**src/rtl/keyscan_pkg.sv**
```systemverilog
package keyscan_pkg;

    // Key code layout: the host decodes these field positions
    localparam int ROW_W  = 3;
    localparam int COL_W  = 3;
    localparam int ROWS   = 1 << ROW_W;
    localparam int COLS   = 1 << COL_W;
    localparam int SCAN_W = 4;
    localparam int CODE_W = 2 + ROW_W + COL_W;
    localparam int DEC_ROWS = 4;

    localparam int STAT_OVR_BIT = 5;

    typedef struct packed {
        logic             ctrl;
        logic             shift;
        logic [ROW_W-1:0] row;
        logic [COL_W-1:0] col;
    } key_code_t;

    typedef enum logic {
        SCAN_ENCODED = 1'b0,
        SCAN_DECODED = 1'b1
    } scan_mode_e;

    function automatic logic [SCAN_W-1:0] one_of_four(input logic [1:0] sel);
        logic [SCAN_W-1:0] v;
        v = '0;
        v[sel] = 1'b1;
        return v;
    endfunction

    function automatic logic [7:0] pack_status(input logic [3:0] cnt, input logic ovr);
        logic [7:0] s;
        s = '0;
        s[3:0] = cnt;
        s[STAT_OVR_BIT] = ovr;
        return s;
    endfunction

endpackage

```
**src/rtl/keyscan_counter.sv**
```systemverilog
module keyscan_counter
    import keyscan_pkg::*;
#(
    parameter int SCAN_DIV = 16
) (
    input  logic              clk,
    input  logic              rst,
    input  scan_mode_e        mode_i,
    output logic [ROW_W-1:0]  row_o,
    output logic              slot_end_o,
    output logic [SCAN_W-1:0] scan_o
);
    localparam int DIV_W = (SCAN_DIV > 1) ? $clog2(SCAN_DIV) : 1;

    logic [DIV_W-1:0] div_q;
    logic [ROW_W-1:0] row_q;
    logic [ROW_W-1:0] last_row;

    assign slot_end_o = (div_q == DIV_W'(SCAN_DIV - 1));
    assign last_row   = (mode_i == SCAN_DECODED) ? ROW_W'(DEC_ROWS - 1) : ROW_W'(ROWS - 1);

    always_ff @(posedge clk) begin
        if (rst) begin
            div_q <= '0;
            row_q <= '0;
        end else if (slot_end_o) begin
            div_q <= '0;
            row_q <= (row_q >= last_row) ? '0 : row_q + 1'b1;
        end else begin
            div_q <= div_q + 1'b1;
        end
    end

    assign row_o = row_q;

    always_comb begin
        if (mode_i == SCAN_DECODED) begin
            scan_o = one_of_four(row_q[1:0]);
        end else begin
            scan_o = SCAN_W'(row_q);
        end
    end

endmodule

```
**src/rtl/keyscan_debounce.sv**
```systemverilog
module keyscan_debounce
    import keyscan_pkg::*;
(
    input  logic             clk,
    input  logic             rst,
    input  logic             slot_end_i,
    input  logic [ROW_W-1:0] row_i,
    input  logic [COLS-1:0]  ret_i,
    input  logic             shift_i,
    input  logic             ctrl_i,
    output logic             push_o,
    output key_code_t        code_o
);
    // Per-key history: closed on the previous scan, already reported
    logic [ROWS-1:0][COLS-1:0] seen_q;
    logic [ROWS-1:0][COLS-1:0] done_q;

    logic [COLS-1:0] qual;
    logic [COLS:0]   taken;
    logic [COLS-1:0] grant;
    logic [COL_W-1:0] pick_col;

    assign qual = ret_i & seen_q[row_i] & ~done_q[row_i];

    // Lowest column wins: a ripple of "already taken" below each column
    assign taken[0] = 1'b0;
    for (genvar c = 0; c < COLS; c++) begin : g_pick
        assign grant[c]   = qual[c] & ~taken[c];
        assign taken[c+1] = taken[c] | qual[c];
    end

    always_comb begin
        pick_col = '0;
        for (int c = 0; c < COLS; c++) begin
            if (grant[c]) pick_col = COL_W'(c);
        end
    end

    assign push_o = slot_end_i & taken[COLS];

    always_comb begin
        code_o.ctrl  = ctrl_i;
        code_o.shift = shift_i;
        code_o.row   = row_i;
        code_o.col   = pick_col;
    end

    always_ff @(posedge clk) begin
        if (rst) begin
            seen_q <= '0;
            done_q <= '0;
        end else if (slot_end_i) begin
            seen_q[row_i] <= ret_i;
            done_q[row_i] <= (done_q[row_i] & ret_i) | grant;
        end
    end

endmodule

```
**src/rtl/keyscan_fifo.sv**
```systemverilog
module keyscan_fifo
    import keyscan_pkg::*;
#(
    parameter int DEPTH = 8
) (
    input  logic                       clk,
    input  logic                       rst,
    input  logic                       push_i,
    input  logic [CODE_W-1:0]          data_i,
    input  logic                       pop_req_i,
    input  logic                       stat_rd_i,
    output logic [CODE_W-1:0]          head_o,
    output logic [$clog2(DEPTH+1)-1:0] cnt_o,
    output logic                       ovr_o
);
    localparam int AW    = (DEPTH > 1) ? $clog2(DEPTH) : 1;
    localparam int CNT_W = $clog2(DEPTH + 1);

    logic [CODE_W-1:0] mem_q [DEPTH];
    logic [AW-1:0]     wr_q, rd_q;
    logic [CNT_W-1:0]  cnt_q;
    logic              ovr_q;
    logic              pop, full, accept;

    function automatic logic [AW-1:0] bump(input logic [AW-1:0] p);
        return (p == AW'(DEPTH - 1)) ? '0 : p + 1'b1;
    endfunction

    assign full   = (cnt_q == CNT_W'(DEPTH));
    assign pop    = pop_req_i && (cnt_q != '0);
    assign accept = push_i && (!full || pop);

    always_ff @(posedge clk) begin
        if (accept) mem_q[wr_q] <= data_i;
    end

    always_ff @(posedge clk) begin
        if (rst) begin
            wr_q  <= '0;
            rd_q  <= '0;
            cnt_q <= '0;
            ovr_q <= 1'b0;
        end else begin
            if (accept) wr_q <= bump(wr_q);
            if (pop)    rd_q <= bump(rd_q);
            cnt_q <= cnt_q + CNT_W'(accept) - CNT_W'(pop);
            if (push_i && !accept) begin
                ovr_q <= 1'b1;
            end else if (stat_rd_i) begin
                ovr_q <= 1'b0;
            end
        end
    end

    assign head_o = mem_q[rd_q];
    assign cnt_o  = cnt_q;
    assign ovr_o  = ovr_q;

endmodule

```
**src/rtl/keyscan_ctrl.sv**
```systemverilog
module keyscan_ctrl
    import keyscan_pkg::*;
#(
    parameter int SCAN_DIV   = 16,
    parameter int FIFO_DEPTH = 8
) (
    input  logic       clk,
    input  logic       rst,
    input  logic       scan_mode_i,
    input  logic       int_mode_i,
    input  logic [7:0] ret_i,
    input  logic       shift_i,
    input  logic       ctrl_i,
    input  logic       cs_i,
    input  logic       rd_i,
    input  logic       a0_i,
    output logic [7:0] data_o,
    output logic       irq_o,
    output logic [3:0] scan_o
);
    localparam int CNT_W = $clog2(FIFO_DEPTH + 1);

    scan_mode_e        mode;
    logic [ROW_W-1:0]  cur_row;
    logic              slot_end;
    logic              key_push;
    key_code_t         key_code;
    logic [CODE_W-1:0] head;
    logic [CNT_W-1:0]  fifo_cnt;
    logic              ovr_flag;
    logic              strobe;

    assign mode   = scan_mode_e'(scan_mode_i);
    assign strobe = cs_i & rd_i;

    keyscan_counter #(.SCAN_DIV(SCAN_DIV)) u_scan (
        .clk        (clk),
        .rst        (rst),
        .mode_i     (mode),
        .row_o      (cur_row),
        .slot_end_o (slot_end),
        .scan_o     (scan_o)
    );

    keyscan_debounce u_deb (
        .clk        (clk),
        .rst        (rst),
        .slot_end_i (slot_end),
        .row_i      (cur_row),
        .ret_i      (ret_i),
        .shift_i    (shift_i),
        .ctrl_i     (ctrl_i),
        .push_o     (key_push),
        .code_o     (key_code)
    );

    keyscan_fifo #(.DEPTH(FIFO_DEPTH)) u_fifo (
        .clk        (clk),
        .rst        (rst),
        .push_i     (key_push),
        .data_i     (CODE_W'(key_code)),
        .pop_req_i  (strobe & ~a0_i),
        .stat_rd_i  (strobe & a0_i),
        .head_o     (head),
        .cnt_o      (fifo_cnt),
        .ovr_o      (ovr_flag)
    );

    always_comb begin
        if (a0_i) begin
            data_o = pack_status(4'(fifo_cnt), ovr_flag);
        end else if (fifo_cnt == '0) begin
            data_o = 8'h00;
        end else begin
            data_o = 8'(head);
        end
    end

    assign irq_o = int_mode_i & (fifo_cnt != '0);

endmodule

```
**config.mk**
```make
export PLATFORM = sky130hd
export DESIGN_NAME = keyscan_ctrl
export DESIGN_NICKNAME = d
export VERILOG_FILES = /design/src/rtl/keyscan_pkg.sv /design/src/rtl/keyscan_counter.sv /design/src/rtl/keyscan_debounce.sv /design/src/rtl/keyscan_fifo.sv /design/src/rtl/keyscan_ctrl.sv
export SDC_FILE = /design/constraint.sdc
export NUM_CORES = 1
export LEC_CHECK = 0
export ABC_AREA = 1
export BUFFER_PORTS_ARGS = -buffer_cell sky130_fd_sc_hd__clkbuf_2
export CORE_ASPECT_RATIO = 0.75
export CORE_MARGIN = 10
export CORE_UTILIZATION = 38
export CTS_CLUSTER_SIZE = 40
export DETAILED_ROUTE_END_ITERATION = 6
export PLACE_DENSITY = 0.52
export SLEW_MARGIN = 20
export SYNTH_ARGS = -nofsm -noshare
export SYNTH_HDL_FRONTEND = slang
export SYNTH_HIERARCHICAL = 1
export SYNTH_SLANG_ARGS = --single-unit
```
**constraint.sdc**
```tcl
create_clock -name clk -period 6.86 [get_ports clk]
set_input_delay 1.372 -clock clk [delete_from_list [all_inputs] [get_ports clk]]
set_output_delay 1.372 -clock clk [all_outputs]
set_load 0.02 [all_outputs]
```
== Word level (Yosys, flattened, before mapping) ==
Memory sizes are Yosys's and may differ from the RTL's. A register that Yosys moved wholly into a read port is not among the register bits.
Index checks and enable logic that the tools add are counted.
W data, S select, Z words.

* Bits in writable memories: 64
* Memories: 1
* Word-level logic and storage cells: 112
* Input port bits: 17
* Flip-flop bits (word level): 146

* Reduce and logical (&&, ||, !) cells: 12
* Mux-type cells: 30
* Add/subtract/negate cells: 6
* Bitwise gates (word level): 32
* $lt $le $gt $ge: 5
* Eq/ne operators: 4

{| class="wikitable"
|+ Memories
! name !! depth !! width !! read ports !! clocked after Yosys merged registers in !! wr ports !! RTL line !! source
|-
| u_fifo.mem_q || 8 || 8 || 1 || 1 || 1 || keyscan_fifo.sv:19 || <nowiki>logic [CODE_W-1:0] mem_q [DEPTH];</nowiki>
|}

{| class="wikitable"
|+ Operators by type and width
! cell !! number
|-
| $bwmux W64 || 2
|-
| $bmux W8 S3 || 2
|-
| $mux W8 || 5
|-
| $mux W3 || 12
|-
| $and A8 B8 Y8 || 3
|-
| $demux W8 S3 || 1
|-
| $and A1 B1 Y1 || 12
|-
| $add A3 B1 Y3 const B || 3
|-
| $eq A4 B4 Y1 const B || 2
|-
| $not A1 Y1 || 8
|-
| $not A8 Y8 || 1
|-
| $or A8 B8 Y8 || 1
|-
| $or A1 B1 Y1 || 7
|-
| $eq A3 B3 Y1 const B || 2
|-
| $mux W1 || 6
|-
| $logic_and A1 B1 Y1 || 5
|-
| $add A4 B1 Y4 || 1
|-
| $add A4 B1 Y4 const B || 1
|-
| $logic_not A4 Y1 || 1
|-
| $lt A3 B4 Y1 const B || 1
|-
| $mux W4 || 1
|-
| $reduce_bool A4 Y1 || 1
|-
| $sub A4 B1 Y4 || 1
|-
| $ge A3 B1 Y1 const B || 1
|-
| 8 further kinds || 9
|}

== Logic depth before layout (Yosys ltp) ==
Gate-level depths: netlist of run 1.

* Depth in word-level cells: 16
* Mapped depth: 25
* Mapped depth without buffers: 23

== Modules after synthesis ==
Netlist of run 1, hierarchy kept.

{| class="wikitable"
|+ By module, submodules not included
! module !! seq. area each (µm²) !! area each (µm²) !! instances !! cells an instance
|-
| keyscan_debounce || 2562.5 || 6198.4 || 1 || 921
|-
| keyscan_fifo || 2202.1 || 3288.2 || 1 || 295
|-
| keyscan_counter || 140.1 || 427.9 || 1 || 55
|-
| keyscan_ctrl || 0.0 || 191.4 || 1 || 42
|}

== Worst setup path after synthesis of run 1 ==
OpenSTA, ideal clock, no wires.

* Kind: in2reg
* Start point: input port ret_i[4]
* End point: register u_fifo.cnt_q[2], in the netlist u_fifo/cnt_o[2]
* Path buffers: 2
* Data required time: 6.743 ns
* Setup slack: 3.102 ns
* Library setup time: 0.117 ns
* Stages on the path: 16
* Arrival: 3.640 ns
* Cell sequence: clkbuf_1 nand4_1 nor2_2 nor3_4 nand3_1 nor2_1 nor2_1 clkbuf_1 nand2_2 ha_1 inv_1 ha_1 inv_1 fa_1 o21ai_1 a21oi_1

* Longest elaborated chain between the ends: 10

{| class="wikitable"
|+ RTL lines
! item !! RTL line !! source
|-
| start, declared || keyscan_ctrl.sv:11 || <nowiki>input logic [7:0] ret_i,</nowiki>
|-
| $and A8 B8 Y8 (2 in series) || keyscan_debounce.sv:23 || <nowiki>assign qual = ret_i & seen_q[row_i] & ~done_q[row_i];</nowiki>
|-
| $or A1 B1 Y1 (4 in series) || keyscan_debounce.sv:29 || <nowiki>assign taken[c+1] = taken[c] | qual[c];</nowiki>
|-
| $and A1 B1 Y1 || keyscan_debounce.sv:39 || <nowiki>assign push_o = slot_end_i & taken[COLS];</nowiki>
|-
| net key_push || keyscan_ctrl.sv:26 || <nowiki>logic key_push;</nowiki>
|-
| $logic_and A1 B1 Y1 || keyscan_fifo.sv:31 || <nowiki>assign accept = push_i && (!full || pop);</nowiki>
|-
| $add A4 B1 Y4 || keyscan_fifo.sv:46 || <nowiki>cnt_q <= cnt_q + CNT_W'(accept) - CNT_W'(pop);</nowiki>
|-
| $sub A4 B1 Y4 || keyscan_fifo.sv:46 ||
|-
| end signal, assigned || keyscan_fifo.sv:46 ||
|-
| end, declared || keyscan_fifo.sv:21 || <nowiki>logic [CNT_W-1:0] cnt_q;</nowiki>
|}

The timed path passes the listed nets, and every way through them passes these cells.
A chain may end at the register's enable or synchronous reset.

== Worst setup path in the final report of run 1 ==
* Start point: register u_scan.row_q[2], in the netlist u_scan/row_o[2]
* End point: register u_fifo.cnt_q[2], in the netlist u_fifo/cnt_o[2]

* Longest elaborated chain between the ends: 15
* Elaborated cells between the ends (all ways): 18
* Those cells by class: add/sub (2); mux (4); bitwise (11); reduce/logical (1)

{| class="wikitable"
|+ RTL lines
! item !! RTL line !! source
|-
| start, declared || keyscan_counter.sv:16 || <nowiki>logic [ROW_W-1:0] row_q;</nowiki>
|-
| start signal, assigned || keyscan_counter.sv:28 || <nowiki>row_q <= (row_q >= last_row) ? '0 : row_q + 1'b1;</nowiki>
|-
| $bmux W8 S3 || keyscan_debounce.sv:23 ||
|-
| $mux W8 (implied by the code) || keyscan_debounce.sv:23 ||
|-
| $and A8 B8 Y8 / $not A8 Y8 (equally long branches) || keyscan_debounce.sv:23 ||
|-
| $and A8 B8 Y8 * || keyscan_debounce.sv:23 ||
|-
| $or A1 B1 Y1 (6 in series) || keyscan_debounce.sv:29 ||
|-
| $or A1 B1 Y1 * || keyscan_debounce.sv:29 ||
|-
| $and A1 B1 Y1 * || keyscan_debounce.sv:39 ||
|-
| net key_push || keyscan_ctrl.sv:26 ||
|-
| $logic_and A1 B1 Y1 * || keyscan_fifo.sv:31 ||
|-
| $add A4 B1 Y4 * || keyscan_fifo.sv:46 ||
|-
| $sub A4 B1 Y4 * || keyscan_fifo.sv:46 ||
|}

Mark *: on every way through the listed nets, which the timed path passes. The rest lies on a longest branch. The select of a mux whose other input is x is not followed.

==> results of run 1 <==
[worst min-delay path: stages (launching register included)]
cell	delay, ns
dfxtp_1	0.30
inv_1	0.06
a21oi_1	0.05
[power groups by stage]
stage                     clock network, mW  logic [mW]  registers (mW)
after global placement                    0       0.252            1.34
final                                  1.24       0.251            1.32
after floorplan                           0       0.188            1.34
after detailed placement                  0       0.252            1.34
after global routing                   1.33       0.285            1.32
after CTS                              1.28       0.254            1.32
[metrics by stage]
stage          hold WS [ns]  instances
2_1_floorplan         0.424       1313
3_3_place_gp          0.441       1631
3_5_place_dp          0.446       1631
4_1_cts               0.456       1673
5_1_grt               0.474       1673
6_report              0.452       1673
[sequential cells by signal, summed over array words and instances (netlist names), named ones only]
register      cells
u_scan/row_o      3
u_fifo/mem_q     64
u_deb/done_q     64
u_fifo/rd_q       3
u_fifo/ovr_o      1
u_fifo/cnt_o      4
u_scan/div_q      4
u_deb/seen_q     64
u_fifo/wr_q       3
[logic make-up (layout without fill, tap and decap cells)]
family,after synthesis,in the layout
adders and majority gates,17,17
xor gates and xnor gates,1,1
AOI/OAI and AO/OA,278,278
and+or+nand+nor,561,561
buffers and inverters,243,259
DFF,213,213
[area by class of cell]
| type | count | area [um^2] |
|---|---|---|
| Fill cell | 2620 | 14900 |
| Sequential cell | 213 | 4910 |
| Multi-Input combinational cell | 857 | 4180 |
| Inverter | 172 | 649 |
| Clock buffer | 26 | 587 |
| Tap cell | 344 | 430 |
| Timing Repair Buffer | 45 | 265 |
| Clock inverter | 16 | 156 |
[cell usage after synthesis, types with 12 or more instances]
master    count
ha_1         16
nand2_1     191
dfxtp_1     149
clkbuf_1     41
o211ai_1     27
o21ai_1      50
a21oi_1      66
buf_4        14
nor2_1      239
nand3_1      70
o21ai_0     130
edfxtp_1     64
inv_1       158
nor2_2       12
[cell usage in the layout (no fill, tap or decap), types with 8 or more instances in the layout]
master     instances
inv_2             11
clkbuf_2          29
buf_4             16
ha_1              16
nand2_1          191
edfxtp_1          64
o211ai_1          27
nand3_1           70
nand2_2            8
o21ai_0          130
o21ai_1           50
a21oi_1           66
clkbuf_16         23
nor2_2            12
nand4_1            9
dfxtp_1          148
inv_1            157
nor2_1           239
[path summary, 6_finish.rpt]
path	from	to	cells after the start
min	u_deb/seen_q[42]	u_deb/seen_q[42]	2
max	u_scan/row_o[2]	u_fifo/cnt_o[2]	19
max reg2reg	u_scan/row_o[2]	u_fifo/cnt_o[2]	19
min reg2reg	u_deb/seen_q[42]	u_deb/seen_q[42]	2
[metal layers]
layer	routed length [um]	global-route usage, %
met1	15000	25.4
met2	11300	22.7
met3	1880	3.41
met4	457	3.22
met5	0	0
==> metrics.csv, run 1 <==
stage,metric,value,unit
drt,Final ANT Viol Nets,0,
yosys,largest family of logic cells by synthesized area,simple AND/OR/NAND/NOR gates,
cts,# clock sinks,213,
power,combinational power share,8.9,%
yosys,Post-synth EDFFs,64,
setup_path,"CP delay by family, top",simple AND/OR/NAND/NOR gates,
drt,WL/cell,17.1,um
setup_path,"slowest stage cell, crit path",nand2_1,
power,sequential share of power,46.8,%
power,Sw Share,25.0,%
layout,Post-Layout Inst Area,11200,um^2
yosys,Yosys top cell by area,dfxtp_1,
drt,DR vias/cell,5.05,
yosys,unique cell type count in the Yosys netlist,43,
cts,# resized after CTS,0,
yosys,YS warnings,6,
cts,Post-CTS Hold Fix Bufs,0,
yosys,Synth Area in Adders,2.18,%
setup_path,CP arrival,4.82,ns
yosys,post-synthesis mux area share,0,%
layout,fin nets,1346,
yosys,Synth async-reset ratio,0,%
layout,post-layout util,42.8,%
setup_path,Most common cell on crit path,nor2_1,
drt,via count,8455,
run,total of max-cap violations,0,
setup_path,CP peak stage delay,0.58,ns
yosys,post-synthesis compound-gate area fraction,14.6,%
setup_path,critical path type,flop to flop,
cts,CTS tree,done,
cts,Post-CTS Setup Bufs,0,
power,Leak,4.86,nW
placement,placed inst area,10400,um^2
setup_path,CP max FO,16,
setup_path,cells along the critical path,nand2_1 -> clkinv_1 -> nand3_1 -> nand2_1 -> nor2_1 -> nand4_1 -> nor2_2 -> nor3_4 -> nand3_1 -> nor2_1 -> nor2_1 -> nand2_2 -> ha_1 -> inv_1 -> ha_1 -> inv_1 -> fa_1 -> o21ai_1 -> a21oi_1,
sta,RSZ-0062 raised after global routing,false,
sta,"Slew Viols, Final",0,
sta,fmax,0.226,GHz
global_route,Total GRT Usage,16.5,%
layout,antenna cell count,0,
die,FP Rows,51,
global_route,largest net degree at the start of global routing,89,
sta,slew margin rel.,29.0,%
sta,final clock skew,0.0215,ns
global_route,first-pass GRT wire length,44700,um
die,Ports,30,
sta,fin worst setup slack,2.44,ns
cts,TritonCTS buffer count,23,
cts,"CTS clk-pin slew, worst paths",0.06,ns
global_route,GRT overflow,0,
yosys,area share of and/or/nand/nor cells after synthesis,24.3,%
worst_hold_path,worst hold path type,flop to flop,
cts,CTS root buf,clkbuf_16,
placement,placer congestion estimate,0.864,
power,total power,2.81,mW
drt,Initial DRC Count,659,
power,clock power share,44.2,%
global_route,initial antenna violation count,0,
setup_path,worst reg-to-reg setup slack,2.44,ns
yosys,sequential fraction of the synthesis area,48.5,%
power,P per Cell Area,251,nW/um^2
yosys,Mean Syn Cell Area,7.70,um^2
power,Worst IR Drop VDD,0.000166,V
power,P_int,2.11,mW
setup_path,CP Launch Type,flop,
sta,crit share post-route,64.4,%
drt,# DRC,0,
global_route,vias in the first global route,7677,
placement,dpl hpwl,18200,um
die,area of the core,26100,um^2
setup_path,WP data required,7.26,ns
yosys,"Cell Area, Synth",10100,um^2
drt,Detailed Routing Iterations Pass 1,5,
die,height of the die,161,um
sta,min Tclk post-route,4.42,ns
die,Die ar.,33600,um^2
setup_path,Worst setup EP type,flop,
yosys,"top cells by area, synth","dfxtp_1 (30%), edfxtp_1 (19%), nor2_1 (8.9%)",
setup_path,Critical path buffers and inverters,3,
cts,Clock Path Buffers,3,
yosys,ys flop type,dfxtp_1,
sta,Finish-stage setup viols,0,
placement,Post-Place Setup Slack,2.44,ns
yosys,XOR/XNOR Fraction of Synth Area,0.0867,%
die,Initial Util,38.7,%
cts,H-tree levels,1,
sta,actual slew at the worst max-slew pin,1.06,ns
layout,layout cell share with drive strength beyond 1,10.6,%
yosys,syn nets,1347,
layout,Area Growth Syn to Fin,10.6,%
yosys,area share of the largest cell type after synthesis,29.5,%
cts,Skew-Pair Late Insertion Delay,0.53,ns
sta,Setup TNS,0,ns
drt,Detailed Route WL,28600,um
placement,Port Buffers,29,
die,Die W,208,um
power,Net Switching,0.704,mW
yosys,Yosys reg bits,213,
sta,Final Hold Vio Count,0,
outcome,status,"complete, no violations",
yosys,Synth Instances,1313,
Power figures use the tool's default switching activity.
==> run 2: changes to the inputs <==
==> constraint.sdc (replaced) <==
create_clock -name clk -period 4.36 [get_ports clk]
set_input_delay 0.872 -clock clk [delete_from_list [all_inputs] [get_ports clk]]
set_output_delay 0.872 -clock clk [all_outputs]
set_load 0.02 [all_outputs]
==> run 2 against run 1 <==
Combinational power up 53%; die area unchanged; routed wire length up 0.34%; maximum frequency up 14%; global-route usage up 0.15 points; critical path type unchanged; clock skew down 0.0098 ns; non-clock buffer count up 14; utilization up 0.56 points; power up 58%.
==> metrics.csv, run 2 (synthesis results as in run 1) <==
stage,metric,value,unit,change
global_route,largest net degree at the start of global routing,79,,was 89
layout,most frequent cells in the layout,"nor2_1 (239), nand2_1 (191), inv_1 (157)",,unchanged
cts,# clock sinks,213,,unchanged
cts,Post-CTS Hold Fix Bufs,0,,unchanged
sta,hold slack,0.448,ns,was 0.452 ns
layout,antenna cell count,0,,unchanged
layout,"commonest non-fill, non-tap cell in the layout",nor2_1,,unchanged
die,Die W,208,um,unchanged
drt,met2 wire len,11600,um,was 11300 um
cts,Skew-Pair Late Insertion Delay,0.52,ns,was 0.53 ns
sta,slew margin rel.,37.2,%,was 29.0%
cts,Clock Path Buffers,3,,unchanged
power,sequential share of power,46.7,%,was 46.8%
power,total power,4.45,mW,was 2.81 mW
sta,fmax,0.259,GHz,was 0.226 GHz
die,area of the core,26100,um^2,unchanged
die,Initial Util,38.7,%,unchanged
die,height of the die,161,um,unchanged
global_route,initial antenna violation count,0,,unchanged
placement,placer congestion estimate,0.868,,was 0.864
layout,post-layout util,43.4,%,was 42.8%
power,Worst IR Drop VDD,0.000315,V,was 0.000166 V
setup_path,CP arrival,4.27,ns,was 4.82 ns
cts,CTS root buf,clkbuf_16,,unchanged
cts,H-tree levels,1,,unchanged
drt,DRT met1 WL,15000,um,about the same
setup_path,CP Launch Type,flop,,unchanged
die,FP Rows,51,,unchanged
power,Leak,4.99,nW,was 4.86 nW
drt,via count,8529,,was 8455
sta,final clock skew,0.0117,ns,was 0.0215 ns
sta,crit share post-route,88.6,%,was 64.4%
drt,Detailed Route WL,28700,um,was 28600 um
drt,WL/cell,17.0,um,was 17.1 um
run,total of max-cap violations,0,,unchanged
sta,actual slew at the worst max-slew pin,0.941,ns,was 1.06 ns
placement,Port Buffers,29,,unchanged
outcome,status,"complete, no violations",,unchanged
sta,RSZ-0062 raised after global routing,false,,unchanged
layout,fin nets,1361,,was 1346
cts,# resized after CTS,0,,unchanged
placement,dpl hpwl,18700,um,was 18200 um
global_route,vias in the first global route,7839,,was 7677
worst_hold_path,worst hold path type,flop to flop,,unchanged
cts,Post-CTS Setup Bufs,0,,unchanged
global_route,GRT overflow,0,,unchanged
drt,DR vias/cell,5.05,,about the same
sta,Finish-stage setup viols,0,,unchanged
drt,Final ANT Viol Nets,0,,unchanged
drt,Initial DRC Count,828,,was 659
layout,Area Growth Syn to Fin,12.0,%,was 10.6%
setup_path,Worst setup EP type,flop,,unchanged
setup_path,"slowest stage cell, crit path",dfxtp_1,,was nand2_1
setup_path,CP peak stage delay,0.65,ns,was 0.58 ns
drt,top sig layer,met4,,unchanged
power,Sw Share,25.0,%,about the same
power,clock power share,44.7,%,was 44.2%
die,Ports,30,,unchanged
drt,# DRC,0,,unchanged
placement,Post-Place Setup Slack,0.565,ns,was 2.44 ns
setup_path,WP data required,4.77,ns,was 7.26 ns
cts,"CTS clk-pin slew, worst paths",0.06,ns,about the same
cts,TritonCTS buffer count,24,,was 23
power,P_int,3.33,mW,was 2.11 mW
drt,DR WL met3,1730,um,was 1880 um
sta,fin worst setup slack,0.497,ns,was 2.44 ns
setup_path,critical path type,flop to flop,,unchanged
power,combinational power share,8.6,%,was 8.9%
setup_path,cells along the critical path,nand2_1 -> clkinv_1 -> nand3_1 -> nand2_1 -> nor2_1 -> nand3_2 -> nand3_2 -> nor3_4 -> nand3_1 -> nor2_1 -> nor2_1 -> buf_4 -> nand2_2 -> ha_1 -> inv_1 -> ha_1 -> inv_1 -> fa_1 -> o21ai_1 -> a21oi_1,,was nand2_1 -> clkinv_1 -> nand3_1 -> nand2_1 -> nor2_1 -> nand4_1 -> nor2_2 -> nor3_4 -> nand3_1 -> nor2_1 -> nor2_1 -> nand2_2 -> ha_1 -> inv_1 -> ha_1 -> inv_1 -> fa_1 -> o21ai_1 -> a21oi_1
power,Net Switching,1.11,mW,was 0.704 mW
sta,min Tclk post-route,3.86,ns,was 4.42 ns
layout,layout cell share with drive strength beyond 1,11.6,%,was 10.6%
global_route,first-pass GRT wire length,45500,um,was 44700 um
sta,Setup TNS,0,ns,unchanged
setup_path,Most common cell on crit path,nor2_1,,unchanged
power,P per Cell Area,393,nW/um^2,was 251 nW/um^2
drt,Detailed Routing Iterations Pass 1,5,,unchanged
sta,"Slew Viols, Final",0,,unchanged
setup_path,CP max FO,9,,was 16
global_route,Total GRT Usage,16.6,%,was 16.5%
die,Die ar.,33600,um^2,unchanged
sta,Final Hold Vio Count,0,,unchanged
layout,Largest regs,"u_deb/done_q x64, u_deb/seen_q x64, u_fifo/mem_q x64",,unchanged
cts,CTS tree,done,,unchanged
[run 2: cell types whose count changed in the layout (fill, tap and decap cells not counted), sizes merged]
cell,delta
clkinvlp,-5
bufinv,-3
buf,+14
clkinv,+1
clkbuf,+9
[run 2: power groups by stage]
stage	Sequential (mW)	Clock (mW)	Combinational (mW)
6_report	2.08	1.99	0.383
5_1_grt	2.08	2.13	0.437
4_1_cts	2.08	2.03	0.387
3_5_place_dp	2.12	0	0.385
3_3_place_gp	2.12	0	0.385
2_1_floorplan	2.11	0	0.296
[run 2: critical path, delay by kind of cell (launching register included)]
kind / cells / cell delay (ns)
buffers and inverters: 4 / 0.55
adders and majority gates: 3 / 0.79
DFF: 1 / 0.65
and+or+nand+nor: 11 / 1.57
AOI/OAI and AO/OA: 2 / 0.20
[run 2: area by class of cell]
cell class | instances | area, um^2
inverters | 172 | 649
repair buffers | 59 | 395
clock inverters | 9 | 51.3
multi-input cells | 857 | 4160
flip-flops and latches | 213 | 4910
well taps | 344 | 430
fillers | 2630 | 14800
clock buffers | 35 | 728
[run 2: metal layers]
layer  vias up  global-route usage (%)
li1       4266                       -
met1      4006                    25.4
met2       225                    23.5
met3        32                    3.14
met4         0                    3.09
met5         -                       0
[run 2: final timing paths]
path                   startpoint               to  slack (ns)  depth (start not counted)
setup / recovery  u_scan/row_o[1]  u_fifo/cnt_o[2]        0.50                         20
setup reg to reg  u_scan/row_o[1]  u_fifo/cnt_o[2]        0.50                         20
hold reg to reg   u_deb/seen_q[2]  u_deb/seen_q[2]        0.45                          2
hold / removal    u_deb/seen_q[2]  u_deb/seen_q[2]        0.45                          2
[run 2: stage by stage]
stage,instances,cell area (um^2)
2_1_floorplan,1313,10100
3_3_place_gp,1645,10500
3_5_place_dp,1645,10500
4_1_cts,1689,11300
5_1_grt,1689,11300
6_report,1689,11300
